<file path="src/rtl/tmr_pkg.sv">
package tmr_pkg;
  typedef enum logic [1:0] {
    MODE_13B    = 2'd0,
    MODE_16B    = 2'd1,
    MODE_RELOAD = 2'd2,
    MODE_SPLIT  = 2'd3
  } tmr_mode_e;

  localparam logic [2:0] SRC_SYS   = 3'd0;
  localparam logic [2:0] SRC_DIV_A = 3'd1;
  localparam logic [2:0] SRC_DIV_B = 3'd2;
  localparam logic [2:0] SRC_DIV_C = 3'd3;
  localparam logic [2:0] SRC_EXT   = 3'd4;
  localparam logic [2:0] SRC_PIN   = 3'd5;

  typedef struct packed {
    logic [2:0] src;
    logic       gate;
    tmr_mode_e  mode;
  } tmr_cfg_t;

  localparam logic [2:0] ADDR_T0_LO = 3'd0;
  localparam logic [2:0] ADDR_RUN   = 3'd4;
  localparam logic [2:0] ADDR_CFG0  = 3'd5;
  localparam logic [2:0] ADDR_FLAG  = 3'd7;
endpackage

</file>
<file path="src/rtl/tmr_divider.sv">
module tmr_divider #(
  parameter int DIV = 4
) (
  input  logic clk_i,
  input  logic rst_ni,
  input  logic en_i,
  output logic tick_o
);
  localparam int CW = (DIV > 2) ? $clog2(DIV) : 1;

  logic [CW-1:0] cnt_q;
  logic          last;

  assign last   = (cnt_q == CW'(DIV - 1));
  assign tick_o = en_i & last;

  always_ff @(posedge clk_i or negedge rst_ni) begin
    if (!rst_ni)   cnt_q <= '0;
    else if (en_i) cnt_q <= last ? '0 : cnt_q + CW'(1);
  end
endmodule

</file>
<file path="src/rtl/tmr_sync_edge.sv">
module tmr_sync_edge (
  input  logic clk_i,
  input  logic rst_ni,
  input  logic pin_i,
  output logic level_o,
  output logic fall_o
);
  logic s1_q, s2_q, prev_q;

  always_ff @(posedge clk_i or negedge rst_ni) begin
    if (!rst_ni) begin
      s1_q   <= 1'b0;
      s2_q   <= 1'b0;
      prev_q <= 1'b0;
    end else begin
      s1_q   <= pin_i;
      s2_q   <= s1_q;
      prev_q <= s2_q;
    end
  end

  assign level_o = s2_q;
  assign fall_o  = prev_q & ~s2_q;
endmodule

</file>
<file path="src/rtl/tmr_core.sv">
module tmr_core
  import tmr_pkg::*;
#(
  parameter bit SPLIT_OK = 1'b0,
  parameter int BYTE_W   = 8,
  parameter int LOW_W    = 5
) (
  input  logic              clk_i,
  input  logic              rst_ni,
  input  tmr_mode_e         mode_i,
  input  logic              step_lo_i,
  input  logic              step_hi_i,
  input  logic              wr_lo_i,
  input  logic              wr_hi_i,
  input  logic [BYTE_W-1:0] wr_data_i,
  output logic [BYTE_W-1:0] lo_o,
  output logic [BYTE_W-1:0] hi_o,
  output logic              ovf_lo_o,
  output logic              ovf_hi_o
);
  localparam int WW = 2 * BYTE_W;

  logic [BYTE_W-1:0] lo_q, hi_q, lo_n, hi_n;
  logic              split_ok;

  if (SPLIT_OK) begin : g_split
    assign split_ok = 1'b1;
  end else begin : g_nosplit
    assign split_ok = 1'b0;
  end

  always_comb begin
    lo_n     = lo_q;
    hi_n     = hi_q;
    ovf_lo_o = 1'b0;
    ovf_hi_o = 1'b0;
    unique case (mode_i)
      MODE_13B: if (step_lo_i) begin
        if (&lo_q[LOW_W-1:0]) begin
          lo_n[LOW_W-1:0] = '0;
          hi_n            = hi_q + BYTE_W'(1);
          ovf_lo_o        = &hi_q;
        end else begin
          lo_n[LOW_W-1:0] = lo_q[LOW_W-1:0] + LOW_W'(1);
        end
      end
      MODE_16B: if (step_lo_i) begin
        {hi_n, lo_n} = {hi_q, lo_q} + WW'(1);
        ovf_lo_o     = &{hi_q, lo_q};
      end
      MODE_RELOAD: if (step_lo_i) begin
        if (&lo_q) begin
          lo_n     = hi_q;
          ovf_lo_o = 1'b1;
        end else begin
          lo_n = lo_q + BYTE_W'(1);
        end
      end
      MODE_SPLIT: if (split_ok) begin
        if (step_lo_i) begin
          lo_n     = lo_q + BYTE_W'(1);
          ovf_lo_o = &lo_q;
        end
        if (step_hi_i) begin
          hi_n     = hi_q + BYTE_W'(1);
          ovf_hi_o = &hi_q;
        end
      end
      default: ;
    endcase
    if (wr_lo_i) lo_n = wr_data_i;
    if (wr_hi_i) hi_n = wr_data_i;
  end

  always_ff @(posedge clk_i or negedge rst_ni) begin
    if (!rst_ni) begin
      lo_q <= '0;
      hi_q <= '0;
    end else begin
      lo_q <= lo_n;
      hi_q <= hi_n;
    end
  end

  assign lo_o = lo_q;
  assign hi_o = hi_q;
endmodule

</file>
<file path="src/rtl/legacy_tmr_pair.sv">
module legacy_tmr_pair
  import tmr_pkg::*;
#(
  parameter int BYTE_W  = 8,
  parameter int LOW_W   = 5,
  parameter int DIV_A   = 4,
  parameter int DIV_B   = 12,
  parameter int DIV_C   = 48,
  parameter int EXT_DIV = 8
) (
  input  logic              clk_i,
  input  logic              rst_ni,
  input  logic              wr_en_i,
  input  logic [2:0]        wr_addr_i,
  input  logic [BYTE_W-1:0] wr_data_i,
  input  logic              ext_clk_en_i,
  input  logic [1:0]        cnt_pin_i,
  input  logic [1:0]        gate_pin_i,
  input  logic [1:0]        irq_ack_i,
  output logic [2*BYTE_W-1:0] t0_cnt_o,
  output logic [2*BYTE_W-1:0] t1_cnt_o,
  output logic [1:0]        irq_o
);
  localparam int NT = 2;
  localparam int ND = 3;
  localparam int DIV_TAB [ND] = '{DIV_A, DIV_B, DIV_C};

  logic [NT-1:0] run_q, flag_q, flag_n, set_flag;
  tmr_cfg_t      cfg_q [NT];
  logic [ND-1:0] tick_div;
  logic          tick_ext;
  logic [NT-1:0] pin_fall, gate_lvl, tick_sel, allowed;
  logic [NT-1:0] step_lo, step_hi, wr_lo, wr_hi, ovf_lo, ovf_hi;
  logic [BYTE_W-1:0] lo_w [NT];
  logic [BYTE_W-1:0] hi_w [NT];
  logic          split;

  for (genvar d = 0; d < ND; d++) begin : g_div
    tmr_divider #(.DIV(DIV_TAB[d])) u_div (
      .clk_i, .rst_ni, .en_i(1'b1), .tick_o(tick_div[d])
    );
  end

  tmr_divider #(.DIV(EXT_DIV)) u_ext_div (
    .clk_i, .rst_ni, .en_i(ext_clk_en_i), .tick_o(tick_ext)
  );

  always_ff @(posedge clk_i or negedge rst_ni) begin
    if (!rst_ni) run_q <= '0;
    else if (wr_en_i && wr_addr_i == ADDR_RUN) run_q <= wr_data_i[NT-1:0];
  end

  for (genvar t = 0; t < NT; t++) begin : g_tmr
    tmr_sync_edge u_cnt_sync (
      .clk_i, .rst_ni, .pin_i(cnt_pin_i[t]), .level_o(), .fall_o(pin_fall[t])
    );
    tmr_sync_edge u_gate_sync (
      .clk_i, .rst_ni, .pin_i(gate_pin_i[t]), .level_o(gate_lvl[t]), .fall_o()
    );

    always_ff @(posedge clk_i or negedge rst_ni) begin
      if (!rst_ni) cfg_q[t] <= '0;
      else if (wr_en_i && wr_addr_i == ADDR_CFG0 + 3'(t))
        cfg_q[t] <= tmr_cfg_t'(wr_data_i[5:0]);
    end

    always_comb begin
      unique case (cfg_q[t].src)
        SRC_SYS:   tick_sel[t] = 1'b1;
        SRC_DIV_A: tick_sel[t] = tick_div[0];
        SRC_DIV_B: tick_sel[t] = tick_div[1];
        SRC_DIV_C: tick_sel[t] = tick_div[2];
        SRC_EXT:   tick_sel[t] = tick_ext;
        SRC_PIN:   tick_sel[t] = pin_fall[t];
        default:   tick_sel[t] = 1'b0;
      endcase
    end

    assign allowed[t] = run_q[t] & (~cfg_q[t].gate | gate_lvl[t]);
    assign wr_lo[t]   = wr_en_i && wr_addr_i == ADDR_T0_LO + 3'(2 * t);
    assign wr_hi[t]   = wr_en_i && wr_addr_i == ADDR_T0_LO + 3'(2 * t + 1);

    tmr_core #(.SPLIT_OK(t == 0), .BYTE_W(BYTE_W), .LOW_W(LOW_W)) u_core (
      .clk_i, .rst_ni,
      .mode_i    (cfg_q[t].mode),
      .step_lo_i (step_lo[t]),
      .step_hi_i (step_hi[t]),
      .wr_lo_i   (wr_lo[t]),
      .wr_hi_i   (wr_hi[t]),
      .wr_data_i,
      .lo_o      (lo_w[t]),
      .hi_o      (hi_w[t]),
      .ovf_lo_o  (ovf_lo[t]),
      .ovf_hi_o  (ovf_hi[t])
    );
  end

  // timer 0 split lends its high half to timer 1's run bit and flag
  assign split      = (cfg_q[0].mode == MODE_SPLIT);
  assign step_lo[0] = tick_sel[0] & allowed[0];
  assign step_hi[0] = tick_sel[0] & run_q[1];
  assign step_lo[1] = tick_sel[1] & allowed[1] & ~split;
  assign step_hi[1] = 1'b0;

  assign set_flag[0] = ovf_lo[0];
  assign set_flag[1] = ovf_hi[0] | ovf_lo[1];

  always_comb begin
    if (wr_en_i && wr_addr_i == ADDR_FLAG) flag_n = wr_data_i[NT-1:0];
    else                                   flag_n = flag_q & ~irq_ack_i;
    flag_n = flag_n | set_flag;
  end

  always_ff @(posedge clk_i or negedge rst_ni) begin
    if (!rst_ni) flag_q <= '0;
    else         flag_q <= flag_n;
  end

  assign t0_cnt_o = {hi_w[0], lo_w[0]};
  assign t1_cnt_o = {hi_w[1], lo_w[1]};
  assign irq_o    = flag_q;
endmodule

</file>
<file path="config.mk">
export PLATFORM = sky130hd
export DESIGN_NAME = legacy_tmr_pair
export DESIGN_NICKNAME = d
export VERILOG_FILES = /design/src/rtl/tmr_pkg.sv /design/src/rtl/tmr_divider.sv /design/src/rtl/tmr_sync_edge.sv /design/src/rtl/tmr_core.sv /design/src/rtl/legacy_tmr_pair.sv
export SDC_FILE = /design/constraint.sdc
export NUM_CORES = 1
export LEC_CHECK = 0
export ABC_AREA = 1
export BUFFER_PORTS_ARGS = -buffer_cell sky130_fd_sc_hd__buf_4
export CELL_PAD_IN_SITES_DETAIL_PLACEMENT = 0
export CELL_PAD_IN_SITES_GLOBAL_PLACEMENT = 2
export CORE_ASPECT_RATIO = 1.4
export CORE_MARGIN = 8
export CORE_UTILIZATION = 34
export CTS_CLUSTER_DIAMETER = 30
export DETAILED_ROUTE_END_ITERATION = 7
export PLACE_DENSITY_LB_ADDON = 0.1
export SLEW_MARGIN = 20
export SYNTH_ARGS = -nofsm -noshare
export SYNTH_HDL_FRONTEND = slang
export SYNTH_SLANG_ARGS = --single-unit
</file>
<file path="constraint.sdc">
create_clock -name clk_i -period 2 [get_ports clk_i]
set_input_delay 0 -clock clk_i [delete_from_list [all_inputs] [get_ports clk_i]]
set_output_delay 0 -clock clk_i [all_outputs]
set_load 0.005 [all_outputs]
</file>
==> metrics.txt <==
status=finished clean; Startpoint Class=flop; Clock Latency Late Sink=between 0.3 and 0.4 ns; Crit. End Element=flop; First-pass DRT Iterations=5; Syn Inst Count=~640; RSZ-0062 raised after global routing=yes; Site Rows=51; PortBufs=54; crit path max fanout=6; Post-synth ARST share=1.00; critical path class=reg2reg; RePlAce Congestion=slightly below 0.9; worst relative slew slack=0.669; Synth cell types=42; Residual DRC=0; Layout Nets=roughly 780; reg2reg start=u_ext_div.cnt_q[0]; Initial Util=0.344; layout cell share with drive strength beyond 1=0.193; root buffer cell=clkbuf_16; Sink Count=73; worst slew pin tran=0.497 ns; vias=4535; Top FF cell, synth=dfrtp_1; GRT overflow=0; Worst Path Required=2.23 ns; Layout Cells excl Fill=933; Power Density=roughly 1100 nW/um^2; final period utilization=0.939; register area share after synthesis=0.388; Leakage=3.04 nW; Chip Width=between 100 and 150 um; wire length per cell=16.4 um; Highest Clock Rate=533 MHz; critical path arrival=roughly 2.1 ns; Antenna Nets Post-Route=0; vias per cell=4.86; EDFF count, synth=0; core area=around 14000 um^2; H-Tree Depth=3; Final Skew=0.00824 ns; R2R Setup Slk=around 0.12 ns; Routed WL=roughly 15 mm; Reg clk slew, reported paths=0.07 ns; initial antenna violation count=0; number of diodes=0; Max Cap Viol=0; worst reg2reg path endpoint=g_tmr[1].u_core.lo_o[3]; gr usage total=0.176; post-detail-place hpwl=11.9 mm; syn_nets=680; CTS tree=yes; final hold vios=0; Placed Area=5530 um^2; first-pass GRT wire length=approximately 24 mm; VDD IR-drop max=0.538 mV; Max Slew Vio Count=0; Max Root-Sink Buffers=2; # IOs=55; Seq cells post-synth=73; # setup viols final=0; CP endpoint=g_tmr[1].u_core.lo_o[3]; vias in the first global route=4566; dpl cells=897; die height=155 um; launch point of the critical path=u_ext_div.cnt_q[0]; Die Footprint=17900 um^2; Min-Delay Path Class=in2reg; Tmin final=1.88 ns; Syn. warnings=0; largest net degree at the start of global routing=35; CTS Buf Count=9; Detailed Route Iter0 Violations=roughly 280; synthesized cell area=4710 um^2; fin area=roughly 6000 um^2; FF-to-FF path depth=10; Avg Cell Area, Syn=between 7 and 8 um^2; Area Overhead vs Synth=28.4%
-- timing repair --
item,4_1_cts,5_1_grt
gates resized for setup,0,6
hold buffers,16,0
hold endpoints to repair,51,0
buffers inserted,0,3
setup endpoints to repair,0,20
-- metal layers --
metal,vias up,GRT usage,wire length [um]
li1,2298,-,-
met5,-,0,0
met2,101,0.316,8130
met3,27,0.0337,574
met4,0,0.0791,456
met1,2109,0.195,6160
-- cell families (layout without fill, tap and decap cells) --
group / count (synthesis) / in the layout / share of synthesized area
and+or+nand+nor: 330 / 331 / 0.325
DFF: 73 / 73 / 0.388
xor gates and xnor gates: 16 / 16 / 0.0297
muxes: 1 / 1 / 0.00239
AOI/OAI and AO/OA: 106 / 106 / 0.127
buffers and inverters: 93 / 201 / 0.0751
adders and majority gates: 20 / 20 / 0.0531
-- stage by stage --
stage	TNS (ns)	setup WS [ns]	total power [W]	util	hold WS (ns)
CTS	0	0.0861	0.00693	0.437	0.0403
finish	0	0.123	0.00691	0.441	0.0497
detailed placement	0	0.109	0.00515	0.403	-0.00307
global route	-0.0141	-0.00989	0.00745	0.441	0.105
global placement	0	0.0988	0.00515	0.403	-0.00532
floorplan	0	0.123	0.00383	-	-0.296
-- synth_stat cells (2+ instances only) --
library cell	number	area [um^2]
a21o_1	3	22.5
nand3_4	2	35.0
nor2_1	38	143
nand3_2	3	30.0
ha_1	20	250
inv_1	77	289
nor3_1	8	40.0
o21ai_0	45	225
xnor2_1	2	17.5
nand2_1	174	653
inv_2	4	15.0
nor2_2	4	25.0
xor2_1	14	123
nand3_1	68	340
a21oi_1	21	105
nor2_4	2	22.5
dfrtp_1	73	1830
clkbuf_1	6	22.5
nand4_1	10	62.6
o211ai_1	5	37.5
o21ai_1	22	110
nor3b_1	2	15.0
clkinv_1	2	7.51
buf_2	3	15.0
nand2_4	5	56.3
nor4_1	2	12.5
nand2_2	9	56.3
-- worst max-delay path: stages, from the launching register on --
cell and delay [ns]:
dfrtp_1 0.38, ha_1 0.20, ha_1 0.22, a21oi_1 0.18, o21ai_1 0.13, nand3_1 0.16, nand2_1 0.10, nand2_2 0.14
nand2_4 0.08, nand2_1 0.10, o21ai_1 0.06
-- power breakdown --
group / switching (W) / internal [W] / leakage [nW]
Sequential: 0.000437 / 0.00184 / 0.922
Clock: 0.000708 / 0.00102 / 0.150
Combinational: 0.00163 / 0.00128 / 1.97
Total: 0.00278 / 0.00414 / 3.04
-- worst min path at each step --
| stage | startpoint | slack [ns] | cells after the start | to |
|---|---|---|---|---|
| floorplan | rst_ni | -0.30 | 0 | cfg_q[0] |
| global placement | rst_ni | -0.005 | 1 | g_div[1].u_div.cnt_q[0] |
| detailed placement | rst_ni | -0.003 | 1 | g_div[1].u_div.cnt_q[0] |
| CTS | wr_addr_i[1] | 0.04 | 4 | run_q[1] |
| global route | wr_addr_i[1] | 0.10 | 4 | run_q[0] |
| finish | wr_addr_i[1] | 0.05 | 4 | run_q[1] |
-- placed cells by master, fill, tap and decap left out, types with 2 or more instances in the layout --
| cell | Yosys | layout |
|---|---|---|
| nor2_4 | 2 | 2 |
| inv_6 | 0 | 3 |
| xnor2_1 | 2 | 2 |
| a21o_1 | 3 | 3 |
| o21ai_0 | 45 | 45 |
| buf_4 | 0 | 86 |
| clkinv_1 | 2 | 2 |
| nand3_1 | 68 | 67 |
| nor4_1 | 2 | 2 |
| nand2_4 | 5 | 6 |
| nor3_1 | 8 | 8 |
| xor2_1 | 14 | 14 |
| o21ai_1 | 22 | 22 |
| inv_2 | 4 | 4 |
| nor2_2 | 4 | 5 |
| dlygate4sd3_1 | 0 | 16 |
| o211ai_1 | 5 | 5 |
| nand4_1 | 10 | 10 |
| clkbuf_16 | 0 | 9 |
| a21oi_1 | 21 | 21 |
| nor3b_1 | 2 | 2 |
| nand3_2 | 3 | 5 |
| nand2_2 | 9 | 10 |
| nor2_1 | 38 | 37 |
| inv_1 | 77 | 77 |
| dfrtp_1 | 73 | 73 |
| nand2_1 | 174 | 172 |
| ha_1 | 20 | 20 |
| nand3_4 | 2 | 2 |
-- flip-flops by register name, indices dropped and copies added, names as in the netlist --
signal	count
cfg_q	12
g_div.u_div.cnt_q	12
g_tmr.u_cnt_sync.level_o	2
g_tmr.u_cnt_sync.prev_q	2
g_tmr.u_cnt_sync.s1_q	2
g_tmr.u_core.hi_o	16
g_tmr.u_core.lo_o	16
g_tmr.u_gate_sync.level_o	2
g_tmr.u_gate_sync.s1_q	2
irq_o	2
run_q	2
u_ext_div.cnt_q	3
-- layout make-up --
class,instances,area [um^2]
Clock inverter,6,72.6
Clock buffer,10,239
Inverter,83,312
Sequential cell,73,1830
Tap cell,185,231
Timing Repair Buffer,102,806
Fill cell,1417,7670
Multi-Input combinational cell,474,2570
(Power assumes the default switching activity.)
